==> config.mk <==
export PLATFORM = sky130hd
export DESIGN_NAME = ccd_vburst_ctrl
export DESIGN_NICKNAME = d
export VERILOG_FILES = /design/src/rtl/ccd_vburst_pkg.sv /design/src/rtl/ccd_vburst_trig.sv /design/src/rtl/ccd_vburst_seq.sv /design/src/rtl/ccd_vburst_drive.sv /design/src/rtl/ccd_vburst_ctrl.sv
export SDC_FILE = /design/constraint.sdc
export NUM_CORES = 1
export LEC_CHECK = 0
export BUFFER_PORTS_ARGS = -buffer_cell sky130_fd_sc_hd__buf_2
export CAP_MARGIN = 20
export CELL_PAD_IN_SITES_DETAIL_PLACEMENT = 1
export CELL_PAD_IN_SITES_GLOBAL_PLACEMENT = 1
export CORE_MARGIN = 2
export CORE_UTILIZATION = 45
export DETAILED_ROUTE_END_ITERATION = 8
export PLACE_DENSITY_LB_ADDON = 0.1
export SLEW_MARGIN = 15
export SYNTH_ARGS = -nofsm -noshare
export SYNTH_HDL_FRONTEND = slang
export SYNTH_SLANG_ARGS = --single-unit
export TNS_END_PERCENT = 100
==> constraint.sdc <==
create_clock -name clk -period 2.5 [get_ports clk]
set_clock_uncertainty 0.1 [all_clocks]
set_input_delay 0.75 -clock clk [delete_from_list [all_inputs] [get_ports clk]]
set_output_delay 0.75 -clock clk [all_outputs]
set_load 0.005 [all_outputs]
==> src/rtl/ccd_vburst_pkg.sv <==
`timescale 1ns/1ps
package ccd_vburst_pkg;

  typedef enum logic [1:0] {
    SEQ_IDLE = 2'd0,
    SEQ_WAIT = 2'd1,
    SEQ_RUN  = 2'd2
  } seq_state_t;

  typedef enum logic [1:0] {
    TRIG_NORMAL  = 2'd0,
    TRIG_CLEAR   = 2'd1,
    TRIG_REFRESH = 2'd2
  } trig_kind_t;

  // clocks per transfer pulse
  function automatic int unsigned pulse_period(input int unsigned fast_period,
                                               input logic fast);
    return fast ? fast_period : 2 * fast_period;
  endfunction

  // clocks the pulse stays high at the start of its period
  function automatic int unsigned pulse_high(input int unsigned fast_period,
                                             input int unsigned fast_high,
                                             input logic fast);
    return fast ? fast_high : fast_period;
  endfunction

  function automatic int unsigned burst_length(input trig_kind_t kind,
                                               input int unsigned normal_len,
                                               input int unsigned clear_len);
    return (kind == TRIG_NORMAL) ? normal_len : clear_len;
  endfunction

endpackage

==> src/rtl/ccd_vburst_trig.sv <==
`timescale 1ns/1ps
module ccd_vburst_trig
  import ccd_vburst_pkg::*;
(
  input  logic       clk,
  input  logic       rst_n,
  input  logic       gate_n,
  input  logic       vdrive,
  input  logic       awake,
  input  logic       busy,
  output logic       fire,
  output trig_kind_t kind
);

  logic gate_q;
  logic awake_q;
  logic wake_evt;
  logic gate_fall;

  always_ff @(posedge clk) begin
    if (!rst_n) begin
      gate_q  <= 1'b1;
      awake_q <= 1'b1;
    end else begin
      gate_q  <= gate_n;
      awake_q <= awake;
    end
  end

  assign wake_evt  = awake & ~awake_q;
  assign gate_fall = awake & gate_q & ~gate_n & ~busy;
  assign fire      = wake_evt | gate_fall;

  always_comb begin
    if (wake_evt)    kind = TRIG_REFRESH;
    else if (vdrive) kind = TRIG_CLEAR;
    else             kind = TRIG_NORMAL;
  end


  busy_ignore_chk: assert property (@(posedge clk) disable iff (!rst_n)
    (busy && awake_q && awake) |-> !fire);


  sleep_nofire_chk: assert property (@(posedge clk) disable iff (!rst_n)
    !awake |-> !fire);

endmodule

==> src/rtl/ccd_vburst_seq.sv <==
`timescale 1ns/1ps
module ccd_vburst_seq
  import ccd_vburst_pkg::*;
#(
  parameter int unsigned FAST_PERIOD = 7,
  parameter int unsigned FAST_HIGH   = 3,
  parameter int unsigned HALF_LINE   = 455,
  parameter int unsigned NORMAL_LEN  = 244,
  parameter int unsigned CLEAR_LEN   = 256
)(
  input  logic       clk,
  input  logic       rst_n,
  input  logic       awake,
  input  logic       fire,
  input  trig_kind_t kind,
  input  logic       dump_fast,
  output logic       busy,
  output logic       running,
  output logic       phase_hi,
  output logic       burst_start,
  output logic       burst_end,
  output logic       end_normal
);

  localparam int unsigned MAX_LEN = (NORMAL_LEN > CLEAR_LEN) ? NORMAL_LEN : CLEAR_LEN;
  localparam int unsigned DLY_W   = $clog2(HALF_LINE + 1);
  localparam int unsigned PH_W    = $clog2(2 * FAST_PERIOD + 1);
  localparam int unsigned CNT_W   = $clog2(MAX_LEN + 1);
  localparam logic [DLY_W-1:0] DLY_LAST = DLY_W'(HALF_LINE - 1);
  localparam logic [PH_W-1:0]  PH_ONE   = PH_W'(1);
  localparam logic [CNT_W-1:0] CNT_ONE  = CNT_W'(1);

  seq_state_t       state;
  logic [DLY_W-1:0] dly;
  logic [PH_W-1:0]  ph;
  logic [PH_W-1:0]  per_q;
  logic [PH_W-1:0]  hi_q;
  logic [CNT_W-1:0] np;
  logic [CNT_W-1:0] len_q;
  logic             normal_q;
  logic             last_phase;
  logic             last_pulse;

  assign last_phase  = (ph == per_q - PH_ONE);
  assign last_pulse  = (np == len_q - CNT_ONE);
  assign busy        = (state != SEQ_IDLE);
  assign running     = (state == SEQ_RUN);
  assign phase_hi    = running && (ph < hi_q);
  assign burst_start = awake && (state == SEQ_WAIT) && (dly == DLY_LAST);
  assign burst_end   = awake && running && last_phase && last_pulse;
  assign end_normal  = normal_q;

  always_ff @(posedge clk) begin
    if (!rst_n) begin
      state    <= SEQ_IDLE;
      dly      <= '0;
      ph       <= '0;
      np       <= '0;
      per_q    <= PH_W'(FAST_PERIOD);
      hi_q     <= PH_W'(FAST_HIGH);
      len_q    <= CNT_W'(NORMAL_LEN);
      normal_q <= 1'b0;
    end else if (!awake) begin
      state <= SEQ_IDLE;
      dly   <= '0;
      ph    <= '0;
      np    <= '0;
    end else begin
      unique case (state)
        SEQ_IDLE: begin
          if (fire) begin
            state    <= SEQ_WAIT;
            dly      <= '0;
            len_q    <= CNT_W'(burst_length(kind, NORMAL_LEN, CLEAR_LEN));
            per_q    <= PH_W'(pulse_period(FAST_PERIOD, dump_fast));
            hi_q     <= PH_W'(pulse_high(FAST_PERIOD, FAST_HIGH, dump_fast));
            normal_q <= (kind == TRIG_NORMAL);
          end
        end
        SEQ_WAIT: begin
          if (dly == DLY_LAST) begin
            state <= SEQ_RUN;
            ph    <= '0;
            np    <= '0;
          end else begin
            dly <= dly + 1'b1;
          end
        end
        SEQ_RUN: begin
          if (last_phase) begin
            ph <= '0;
            if (last_pulse) state <= SEQ_IDLE;
            else            np    <= np + 1'b1;
          end else begin
            ph <= ph + 1'b1;
          end
        end
        default: state <= SEQ_IDLE;
      endcase
    end
  end


  count_bound_chk: assert property (@(posedge clk) disable iff (!rst_n)
    running |-> (np < len_q));


  wait_len_chk: assert property (@(posedge clk) disable iff (!rst_n)
    (running && $past(state) == SEQ_WAIT) |-> ($past(dly) == DLY_LAST));


  end_idle_chk: assert property (@(posedge clk) disable iff (!rst_n)
    burst_end |=> (state == SEQ_IDLE));


  sleep_idle_chk: assert property (@(posedge clk) disable iff (!rst_n)
    !awake |=> (state == SEQ_IDLE));


  rate_hold_chk: assert property (@(posedge clk) disable iff (!rst_n)
    (running && $past(running)) |-> ($stable(per_q) && $stable(hi_q)));

endmodule

==> src/rtl/ccd_vburst_drive.sv <==
`timescale 1ns/1ps
module ccd_vburst_drive (
  input  logic clk,
  input  logic rst_n,
  input  logic awake,
  input  logic interlace,
  input  logic running,
  input  logic phase_hi,
  input  logic burst_end,
  input  logic end_normal,
  output logic img_clk,
  output logic stor_clk,
  output logic xfer_clk,
  output logic burst_on
);

  logic field_even;
  logic pulse;

  always_ff @(posedge clk) begin
    if (!rst_n)                       field_even <= 1'b0;
    else if (!awake || !interlace)    field_even <= 1'b0;
    else if (burst_end && end_normal) field_even <= ~field_even;
  end

  assign pulse    = awake && phase_hi;
  assign stor_clk = pulse;
  assign xfer_clk = pulse;
  assign img_clk  = awake && (running ? phase_hi : field_even);
  assign burst_on = awake && running;


  field_flip_chk: assert property (@(posedge clk) disable iff (!rst_n)
    (awake && interlace && burst_end && end_normal) |=> (field_even != $past(field_even)));


  field_hold_chk: assert property (@(posedge clk) disable iff (!rst_n)
    (awake && interlace && !burst_end) |=> $stable(field_even));


  pulse_in_burst_chk: assert property (@(posedge clk) disable iff (!rst_n)
    stor_clk |-> burst_on);

endmodule

==> src/rtl/ccd_vburst_ctrl.sv <==
`timescale 1ns/1ps
module ccd_vburst_ctrl
  import ccd_vburst_pkg::*;
#(
  parameter int unsigned FAST_PERIOD = 7,
  parameter int unsigned FAST_HIGH   = 3,
  parameter int unsigned HALF_LINE   = 455,
  parameter int unsigned NORMAL_LEN  = 244,
  parameter int unsigned CLEAR_LEN   = 256
)(
  input  logic clk,
  input  logic rst_n,
  input  logic gate_n,
  input  logic vdrive,
  input  logic dump_fast,
  input  logic awake,
  input  logic interlace,
  output logic img_clk,
  output logic stor_clk,
  output logic xfer_clk,
  output logic burst_on
);

  logic       busy;
  logic       fire;
  trig_kind_t kind;
  logic       running;
  logic       phase_hi;
  logic       burst_start;
  logic       burst_end;
  logic       end_normal;

  ccd_vburst_trig u_trig (
    .clk    (clk),
    .rst_n  (rst_n),
    .gate_n (gate_n),
    .vdrive (vdrive),
    .awake  (awake),
    .busy   (busy),
    .fire   (fire),
    .kind   (kind)
  );

  ccd_vburst_seq #(
    .FAST_PERIOD (FAST_PERIOD),
    .FAST_HIGH   (FAST_HIGH),
    .HALF_LINE   (HALF_LINE),
    .NORMAL_LEN  (NORMAL_LEN),
    .CLEAR_LEN   (CLEAR_LEN)
  ) u_seq (
    .clk         (clk),
    .rst_n       (rst_n),
    .awake       (awake),
    .fire        (fire),
    .kind        (kind),
    .dump_fast   (dump_fast),
    .busy        (busy),
    .running     (running),
    .phase_hi    (phase_hi),
    .burst_start (burst_start),
    .burst_end   (burst_end),
    .end_normal  (end_normal)
  );

  ccd_vburst_drive u_drive (
    .clk        (clk),
    .rst_n      (rst_n),
    .awake      (awake),
    .interlace  (interlace),
    .running    (running),
    .phase_hi   (phase_hi),
    .burst_end  (burst_end),
    .end_normal (end_normal),
    .img_clk    (img_clk),
    .stor_clk   (stor_clk),
    .xfer_clk   (xfer_clk),
    .burst_on   (burst_on)
  );


  start_after_wait_chk: assert property (@(posedge clk) disable iff (!rst_n)
    burst_start |=> (burst_on && stor_clk));


  idle_quiet_chk: assert property (@(posedge clk) disable iff (!rst_n)
    !busy |-> !stor_clk && !xfer_clk && !burst_on);

endmodule

Yosys cells after proc, flatten, opt, wreduce, memory -nomap -nowiden
Index checks and enable logic that the tools add are counted.
- register bits: 45
- bits of input ports: 7
- logic and storage cells: 81
- bitwise operators: 10
- add/sub/neg operators: 5
- muxes and demuxes: 21
- eq/ne operators: 11
- $lt $le $gt $ge: 1
- reductions and logical operators: 22
- operators by type and width (operator ; count):
    $mux 9 ; 6
    $pmux 9 s2 ; 2
    $add 9x1->9 const B ; 2
    $mux 4 ; 3
    $ne 2x2->1 const B ; 6
    $mux 2 ; 5
    $eq 9x9->1 ; 1
    $eq 9x9->1 const B ; 1
    $sub 9x1->9 const B ; 1
    $pmux 4 s2 ; 1
    $reduce_and 4->1 ; 2
    $logic_and 1x1->1 ; 7
    $pmux 2 s3 ; 1
    $reduce_and 3->1 ; 2
    $reduce_bool 2->1 ; 3
    $not 1->1 ; 5
    $add 4x1->4 const B ; 1
    $and 1x1->1 ; 4
    $eq 4x4->1 ; 1
    $logic_not 2->1 ; 2
    $lt 4x4->1 ; 1
    $reduce_and 2->1 ; 2
    $sub 4x1->4 const B ; 1
    $mux 3 ; 1
    other kinds (7) ; 9

Logic depth before layout (Yosys ltp)
- word-level depth: 6
- mapped depth: 7
- gate-level depth less buffers: 7

Modules after synthesis
Synthesis repeated with hierarchy kept, for this count alone.
- cells, all modules: 189
- area, all modules: 1712.9 µm²
- by module, submodules not included (module ; area each (µm²) ; cells an instance ; instances ; sequential area each (µm²)):
    ccd_vburst_seq ; 1526.5 ; 170 ; 1 ; 580.6
    ccd_vburst_trig ; 98.8 ; 9 ; 1 ; 40.0
    ccd_vburst_drive ; 87.6 ; 10 ; 1 ; 20.0

Worst setup path after synthesis
Ideal clock, no wire load.
- path type: input to output
- from: input port awake
- to: output port xfer_clk
- stages on the path: 4
- data arrival time: 1.931 ns
- path slack: -0.281 ns
- cells stage by stage: clkbuf_1 -> nand2_1 -> a2111oi_0 -> buf_4
- word-level cells in the longest chain between the ends: 1
- RTL lines (element ; RTL line ; source):
    start, declared ; ccd_vburst_ctrl.sv:16 ; input logic awake,
    $logic_and 1x1->1 ; ccd_vburst_drive.sv:26 ; assign pulse = awake && phase_hi;
    end, declared ; ccd_vburst_ctrl.sv:20 ; output logic xfer_clk,
No other way between the ends.

Worst setup path after layout
- from: input port awake
- to: output port img_clk
- word-level cells in the longest chain between the ends: 1
- RTL lines (element ; RTL line ; source):
    $logic_and 1x1->1 ; ccd_vburst_drive.sv:29 ; assign img_clk = awake && (running ? phase_hi : field_even);
    end, declared ; ccd_vburst_ctrl.sv:18 ; output logic img_clk,
No other way between the ends.

==> impl_metrics.tcl <==
set metrics [dict create \
    rsz0062_at_grt "true" \
    grt_max_degree 11 \
    coreArea_mm2 0.003390 \
    drive_gt1_share_pct 24.14 \
    numCtsBuffers 5 \
    setup_viol 0 \
    tightest_slew_ns 0.5728 \
    cts_hold_buffers 0 \
    cp.required_ns 1.65 \
    grt-ovfl-total 0 \
    clk_pin_slew_ns 0.10 \
    grt_pass1_vias 1350 \
    clk_latency_ns 0.34 \
    dp_hpwl_um 2808 \
    p_sw_mw 0.2235 \
    outcome "completed" \
    die_y_um 64.01 \
    async_reset_ff_share_pct 0 \
    num_antenna_cells 0 \
    drv_slew 0 \
    fin_util_pct 55.78 \
    drc 0 \
    htreeDepth 2 \
    fmax_mhz 410.9 \
    period_share_pct 97.36 \
    wl_per_cell_um 14.92 \
    place_congestion 0.7577 \
    synth_area_mm2 0.001620 \
    numPortBuffers 10 \
    p_int_mw 0.7493 \
    dr.pass1.iters 4 \
    cp_max_fo 3 \
    grt_pass1_wl_um 6320 \
    power.share.switching_pct 22.98 \
    cap_violations 0 \
    rows 21 \
    power.density_mw_per_mm2 514.6 \
    synth_edf_count 0 \
    netlist_instances 185 \
    max_slew_margin_pct 61.65 \
    synthDistinctLibCells 55 \
    period_needed_ns 2.434 \
    final_hold_viol_count 0 \
    drtAntennaViolNets 0 \
    p_comb_share_pct 6.3 \
    first_iter_violations 50 \
    clk_path_buf_depth 2 \
    ys_seq_elements 32 \
    seq_area_frac_synth_pct 39.54 \
    worstHoldPathType "register to register" \
    vdd_ir_drop_max_mv 0.3125 \
    fp.dieW_um 64.01 \
    die-area_mm2 0.004097 \
    root_buffer "clkbuf_4" \
    ys.flop_type "dfxtp_1" \
    avgSynthCellArea_um2 8.758 \
    io_pins 11 \
    clkPwrFrac_pct 40.3 \
    final_nets 214 \
    crit_path_end_kind "output pin" \
    cts_tree "yes" \
    syn_to_final_growth_pct 16.68 \
    leakagePower_nw 0.7007 \
    drt_wl_total_um 3715 \
    start_util_pct 47.80 \
    critPathKind "input port to output pin" \
    yosys_warnings 0 \
    viasPerCell 5.675 \
    whs_ns 0.3691 \
    clock_sinks 32 \
    num_vias 1413 \
    antenna_found_initial 0 \
    synth_nets 197 \
    critPathLaunchType "input port" \
    power_frac_seq_pct 53.5 \
    track_usage_pct 19.87 \
    cp.arrival_ns 1.58 \
]
-- area by class of cell --
class | instances | area, um2
Tap cell | 46 | 57.56
Clock buffer | 6 | 41.29
Multi-Input combinational cell | 141 | 983.4
Sequential cell | 32 | 655.6
Clock inverter | 2 | 35.03
Fill cell | 412 | 1499
Timing Repair Buffer | 16 | 95.09
Inverter | 6 | 22.52
-- critical path, cell delays in order --
cell       delay [ns]
buf_2            0.12
nand2_2          0.08
a2111oi_4        0.37
a31o_2           0.16
buf_2            0.10
-- Yosys cell counts, drive strengths merged (2+ instances only) --
library cell	n	area [um2]
a211o	2	18.77
a211oi	3	27.52
a21o	2	16.27
a21oi	10	50.05
a31o	2	17.52
a31oi	3	18.77
a41oi	2	17.52
and2	3	21.27
and3	5	31.28
buf	2	12.51
clkbuf	4	15.01
dfxtp	32	640.6
ha	5	62.56
inv	6	22.52
mux2i	2	23.77
nand2	17	63.81
nand2b	5	31.28
nand3	11	55.05
nand3b	3	22.52
nand4	2	12.51
nor2	15	58.81
nor2b	5	31.28
nor3	2	21.27
nor3b	3	22.52
o211ai	4	30.03
o21ai	7	35.03
or2	2	12.51
or3	2	12.51
xnor2	5	43.79
xor2	3	26.28
-- flip-flops by register name, indices dropped and copies added (netlist names) --
signal / flops
u_seq.len_q: 2
u_seq.np: 9
u_seq.dly: 9
u_trig.gate_q: 1
u_seq.per_q: 1
u_drive.field_even: 1
u_trig.awake_q: 1
u_seq.end_normal: 1
u_seq.state: 2
u_seq.ph: 4
u_seq.hi_q: 1
-- cell usage in the layout, fill, tap and decap left out, types with 3 or more instances in the layout --
master	n
buf_2	10
nand3b_1	3
nand3_1	11
nor2b_1	4
nor3b_1	3
a31oi_1	3
dfxtp_4	3
dfxtp_2	3
o21ai_0	6
inv_1	5
xnor2_1	5
xor2_1	3
clkbuf_4	5
buf_4	6
o211ai_1	4
dfxtp_1	26
ha_1	3
nand2_1	16
and3_1	5
nand2b_1	5
nor2_1	14
a21oi_1	10
-- power by group through the flow --
stage               clock [mW]  sequential (mW)  combinational [mW]
finish                   0.392            0.520              0.0610
global route             0.429            0.522              0.0670
CTS                      0.406            0.523              0.0605
detailed placement           0            0.535              0.0573
global placement             0            0.535              0.0550
floorplan                    0            0.533              0.0392
-- cell families (layout without fill, tap and decap cells) --
family                   after synthesis  count (layout)  synth area share (%)
buffers and inverters                 12              30                 3.088
AO/OA/AOI/OAI                         44              44                 19.15
multiplexers                           3               3                 2.162
AND/OR/NAND/NOR                       81              81                 27.88
XOR/XNOR                               8               8                 4.324
flip-flops                            32              32                 39.54
adder cells (fa/ha/maj)                5               5                 3.861
-- final timing paths --
| check | from | slack, ns | endpoint | cells past startpoint |
|---|---|---|---|---|
| worst max-delay path | awake | 0.07 | img_clk | 5 |
| worst min-delay path | u_seq.len_q[8] | 0.37 | u_seq.len_q[8] | 2 |
| worst max register to register | u_seq.dly[3] | 0.50 | u_seq.np[7] | 5 |
| worst min register to register | u_seq.len_q[8] | 0.37 | u_seq.len_q[8] | 2 |
-- per-layer routing --
metal	track usage [%]	part of all wire [%]	vias up
li1	-	-	703
met1	25.14	49	685
met2	32.29	47	20
met3	4.930	2.9	5
met4	7.880	1.6	0
met5	0	0	-
-- through the flow --
stage | power, mW | TNS (ns) | area [um2] | instances | setup WS, ns
after global routing | 1.018 | -0.03137 | 1891 | 249 | -0.03137
after global placement | 0.5896 | 0 | 1737 | 239 | 0.09642
final | 0.9728 | 0 | 1891 | 249 | 0.06608
after floorplan | 0.5724 | 0 | 1627 | 185 | 0.004057
after CTS | 0.9892 | 0 | 1852 | 248 | 0.001271
after detailed placement | 0.5925 | 0 | 1737 | 239 | 0.02521
-- timing repair --
item                                    CTS  global route
pin swaps                                 1             2
resized for setup                         6            11
setup buffers                             1             1
endpoints found under the setup margin    3             3
(Power assumes the default switching activity.)
